$ cat src/rtl/bp_pkg.sv
package bp_pkg;

    // Instructions are word aligned, so the lowest PC bits carry no information.
    localparam int unsigned PC_ALIGN_BITS = 2;

    // Four-state hysteresis encoding; the MSB is the predicted direction.
    typedef enum logic [1:0] {
        HS_STRONG_NT = 2'b00,
        HS_WEAK_NT   = 2'b01,
        HS_WEAK_T    = 2'b10,
        HS_STRONG_T  = 2'b11
    } hyst_e;

    // Per-entry update request, decoded from the update port.
    typedef struct packed {
        logic write;
        logic taken;
    } cell_upd_t;

    function automatic logic hyst_dir(input hyst_e s);
        return (s == HS_WEAK_T) || (s == HS_STRONG_T);
    endfunction

    // Weak states jump to the strong state of whichever outcome arrived;
    // strong states decay to their weak twin on a contrary outcome.
    function automatic hyst_e hyst_next(input hyst_e s, input logic taken);
        hyst_e n;
        case (s)
            HS_STRONG_NT: n = taken ? HS_WEAK_NT  : HS_STRONG_NT;
            HS_WEAK_NT:   n = taken ? HS_STRONG_T : HS_STRONG_NT;
            HS_WEAK_T:    n = taken ? HS_STRONG_T : HS_STRONG_NT;
            default:      n = taken ? HS_STRONG_T : HS_WEAK_T;
        endcase
        return n;
    endfunction

endpackage

$ cat src/rtl/bp_index.sv
module bp_index #(
    parameter int unsigned PC_W  = 32,
    parameter int unsigned IDX_W = 4
) (
    input  logic [PC_W-1:0]  pc,
    output logic [IDX_W-1:0] idx
);
    import bp_pkg::*;

    // Direct-mapped selection: drop alignment bits, keep the next IDX_W bits.
    assign idx = IDX_W'(pc >> PC_ALIGN_BITS);

endmodule

$ cat src/rtl/bp_cell.sv
module bp_cell #(
    parameter int unsigned HIST_BITS = 2
) (
    input  logic              clk,
    input  logic              rst,
    input  bp_pkg::cell_upd_t upd,
    output logic              pred
);
    import bp_pkg::*;

    generate
        if (HIST_BITS == 1) begin : g_one_bit
            logic last_q;
            always_ff @(posedge clk) begin
                if (rst)
                    last_q <= 1'b0;
                else if (upd.write)
                    last_q <= upd.taken;
            end
            assign pred = last_q;
        end else begin : g_two_bit
            hyst_e st_q;
            always_ff @(posedge clk) begin
                if (rst)
                    st_q <= HS_WEAK_NT;
                else if (upd.write)
                    st_q <= hyst_next(st_q, upd.taken);
            end
            assign pred = hyst_dir(st_q);
        end
    endgenerate

endmodule

$ cat src/rtl/bp_predictor.sv
module bp_predictor #(
    parameter int unsigned PC_W      = 32,
    parameter int unsigned ENTRIES   = 16,
    parameter int unsigned HIST_BITS = 2
) (
    input  logic            clk,
    input  logic            rst,
    input  logic [PC_W-1:0] lk_pc,
    output logic            lk_taken,
    input  logic            up_valid,
    input  logic [PC_W-1:0] up_pc,
    input  logic            up_taken
);
    import bp_pkg::*;

    localparam int unsigned IDX_W = (ENTRIES > 1) ? $clog2(ENTRIES) : 1;
    localparam int unsigned DEPTH = 1 << IDX_W;

    logic [IDX_W-1:0] lk_idx;
    logic [IDX_W-1:0] up_idx;
    logic [DEPTH-1:0] pred_vec;

    bp_index #(.PC_W(PC_W), .IDX_W(IDX_W)) u_lk_index (
        .pc  (lk_pc),
        .idx (lk_idx)
    );

    bp_index #(.PC_W(PC_W), .IDX_W(IDX_W)) u_up_index (
        .pc  (up_pc),
        .idx (up_idx)
    );

    generate
        for (genvar e = 0; e < DEPTH; e++) begin : g_entry
            cell_upd_t cell_upd;
            always_comb begin
                cell_upd.write = up_valid && (up_idx == IDX_W'(e));
                cell_upd.taken = up_taken;
            end
            bp_cell #(.HIST_BITS(HIST_BITS)) u_cell (
                .clk  (clk),
                .rst  (rst),
                .upd  (cell_upd),
                .pred (pred_vec[e])
            );
        end
    endgenerate

    // Read of current state: a same-cycle update is not yet visible.
    assign lk_taken = pred_vec[lk_idx];

endmodule

$ cat config.mk
export PLATFORM = sky130hd
export DESIGN_NAME = bp_predictor
export DESIGN_NICKNAME = d
export VERILOG_FILES = /design/src/rtl/bp_pkg.sv /design/src/rtl/bp_index.sv /design/src/rtl/bp_cell.sv /design/src/rtl/bp_predictor.sv
export SDC_FILE = /design/constraint.sdc
export NUM_CORES = 1
export LEC_CHECK = 0
export BUFFER_PORTS_ARGS = -buffer_cell sky130_fd_sc_hd__buf_2
export CAP_MARGIN = 20
export CORE_MARGIN = 1
export CORE_UTILIZATION = 48
export CTS_BUF_LIST = sky130_fd_sc_hd__clkbuf_4 sky130_fd_sc_hd__clkbuf_8
export DETAILED_ROUTE_END_ITERATION = 10
export PLACE_DENSITY_LB_ADDON = 0.05
export SYNTH_ARGS = -nofsm -noshare
export SYNTH_HDL_FRONTEND = slang
export SYNTH_SLANG_ARGS = --single-unit
$ cat constraint.sdc
create_clock -name clk -period 1.3 [get_ports clk]
set_input_delay 0 -clock clk [delete_from_list [all_inputs] [get_ports clk]]
set_output_delay 0 -clock clk [all_outputs]
set_load 0.01 [all_outputs]
==> results.yml <==
global_routing:
  grt_pass1_vias: 1804
  overflow: 0
  grt_antenna_before_repair: 0
  grt_usage_pct: 21.4
  grt_pass1_wl_um: 8420
  grt_max_degree: 33
layout:
  design_area_um2: 2930
  nets: 441
  reg_top3: "g_entry.u_cell.g_two_bit.st_q x32"
  area_delta_synth_final_pct: 26.9
  fill_cells: 393
  diodes: 0
  largest-register: "g_entry.u_cell.g_two_bit.st_q"
  drive_above_1_share_pct: 32.2
  finish.utilization_pct: 65.4
  largest_reg_flops: 32
  layout.cells.non_filler: 378
timing:
  clock-skew-final_ns: 0.00755
  rsz0062_at_grt: "yes"
  finalSetupViolCount: 1
  worst_pin_slew_ns: 0.281
  post-route-period-util_pct: 140
  period_needed_ns: 1.82
  timing.fmax_mhz: 551
  slew_headroom_pct: 81.2
  finalWorstSetupSlack_ns: -0.515
  hold_violations: 0
  drv_slew: 0
logic_synthesis:
  ys_types: 28
  synth_area_um2: 2310
  synth.avg_cell_area_um2: 8.15
  synthCells: 283
  synth-seq-cells: 32
  netlist.top_cell.by_area: "dfxtp_1"
  syn-num-nets: 399
  synth_top_area_share_pct: 27.8
  yosysSeqAreaShare_pct: 27.8
  synthTopCellsByArea: "dfxtp_1 28%, ha_1 26%, nand2_1 6.8%"
  yosys_warnings: 0
power_and_ir_drop:
  p_sw_share_pct: 25.6
  seqPwrFrac_pct: 47.2
  clkPwrFrac_pct: 39.6
  leakage_uw: 0.00142
  vdd_drop_max_mv: 0.571
  switchingPower_uw: 548
  p_int_uw: 1590
  p_comb_share_pct: 13.2
  power.density_nw_per_um2: 730
  total_power_uw: 2140
die:
  dieArea_um2: 5090
  die_x_um: 71.3
  initial_core_util_pct: 51.5
  die_h_um: 71.3
  rows: 24
  io_pins: 69
  coreArea_um2: 4470
routing:
  drtAntennaViolNets: 0
  wl_per_cell_um: 13.2
  vias: 1978
  drtIter0Drc: 75
  totalWireLength_um: 4970
  first_pass_iters: 4
  routed_via_density: 5.23
  drcViolationCount: 0
clock_network:
  clk_pin_slew_ns: 0.06
  clockBufferDepth: 2
  cts_made_buffers: 5
  cts_tree: "yes"
  clk_latency_ns: 0.29
  cts_sinks: 32
  ctsRootBufferMaster: "clkbuf_8"
  h-tree-depth: 2
status:
  violations: "negative setup slack"
  status: "finished with violations"
worst_setup_path:
  r2r_slack_ns: 0.05
  required_ns: 1.30
  rr_worst_depth: 8
  crit_type: "flip-flop to output port"
  cp-start-kind: "flip-flop"
  crit_arrival_ns: 1.82
  worstPathMaxFanout: 3
  endpoint_kind: "output port"
hold_path:
  min_path_cells: 4
  worstHoldPathType: "input pin to flip-flop"
placement:
  place_congestion: 0.747
  dp.cells: 367
  dp_hpwl_um: 3540
  place_area_um2: 2640
  pre_cts_ws_ns: -0.271
  port_buffers: 12
flow_run:
  cap_violations: 0
per-stage QoR:
step	setup TNS [ns]	hold WS [ns]
after floorplan	-0.0343	0.222
after global placement	-0.241	0.301
after detailed placement	-0.271	0.303
after CTS	-0.521	0.000742
after global routing	-0.628	0.193
final	-0.515	0.174
critical path: stages, from the launching register on:
cell	delay, ns
dfxtp_2	0.36
ha_2	0.18
nor3_2	0.05
or4_4	0.54
o22ai_2	0.15
a2111o_1	0.13
buf_2	0.13
cells in the final DEF, fill, tap and decap left out, types with 6 or more instances in the layout:
cell / synthesis / routed
o21ai_0: 26 / 15
o21ai_1: 0 / 11
ha_4: 0 / 9
inv_1: 35 / 26
dfxtp_1: 32 / 13
buf_4: 0 / 30
o211ai_1: 12 / 12
mux2i_1: 12 / 12
dfxtp_2: 0 / 18
buf_2: 0 / 12
nor2_1: 25 / 25
inv_2: 0 / 9
clkbuf_8: 0 / 6
a21oi_1: 11 / 8
nand2_1: 42 / 41
ha_1: 48 / 35
area by class of cell:
| type | count | area, um^2 | share of cell area [%] |
|---|---|---|---|
| flip-flops and latches | 32 | 667 | 22.8 |
| repair buffers | 44 | 315 | 10.8 |
| well taps | 52 | 65.1 | 2.22 |
| inverters | 35 | 131 | 4.49 |
| clock buffers | 8 | 97.6 | 3.34 |
| multi-input cells | 207 | 1650 | 56.4 |
per-layer routing:
metal	wire length, um	global-route usage [%]	vias to the layer above
li1	-	-	1042
met1	2570	28.9	908
met2	2210	34.0	21
met3	121	4.64	7
met4	70	7.33	0
met5	0	0	-
cells by family after synthesis:
group,synth area share (%)
AOI/OAI and AO/OA,15.5
adders and majority gates,26.0
DFF,27.8
muxes,6.35
buffers and inverters,7.49
and+or+nand+nor,16.8
power by group through the flow:
stage | Clock [uW] | Sequential, uW | Combinational [uW]
after floorplan | 0 | 1030 | 153
after detailed placement | 0 | 1030 | 256
after CTS | 869 | 1010 | 265
after global routing | 915 | 1010 | 315
after global placement | 0 | 1030 | 253
final | 846 | 1010 | 281
worst paths after layout:
| path | start | end |
|---|---|---|
| setup reg to reg | g_entry[11].u_cell.g_two_bit.st_q[0]$_SDFFE_PP1P_ | g_entry[11].u_cell.g_two_bit.st_q[1]$_SDFFE_PP0P_ |
| hold reg to reg | g_entry[2].u_cell.g_two_bit.st_q[0]$_SDFFE_PP1P_ | g_entry[2].u_cell.g_two_bit.st_q[0]$_SDFFE_PP1P_ |
| setup / recovery | g_entry[12].u_cell.g_two_bit.st_q[1]$_SDFFE_PP0P_ | lk_taken |
| hold / removal | up_pc[2] | g_entry[3].u_cell.g_two_bit.st_q[0]$_SDFFE_PP1P_ |
synth_stat cells:
cell type,number
a2111o_1,1
a211o_1,1
a21oi_1,11
a311o_1,1
a31oi_1,1
a41oi_2,1
buf_1,1
buf_6,1
clkbuf_1,7
dfxtp_1,32
ha_1,48
inv_1,35
mux2i_1,12
mux4_1,1
nand2_1,42
nand2b_1,2
nand3_1,2
nand3b_1,4
nor2_1,25
nor3_1,5
nor3b_2,1
o211ai_1,12
o21ai_0,26
o21bai_1,1
o22a_2,1
o22ai_1,2
or3_1,5
or4_1,2
timing repair:
action	CTS	global route
hold buffers	0	1
endpoints found under the hold margin	0	1
pin swaps	10	9
resized for setup	24	30
setup buffers	3	0
setup endpoints to repair	1	14
No activity file was read; power rests on OpenSTA's default activity.
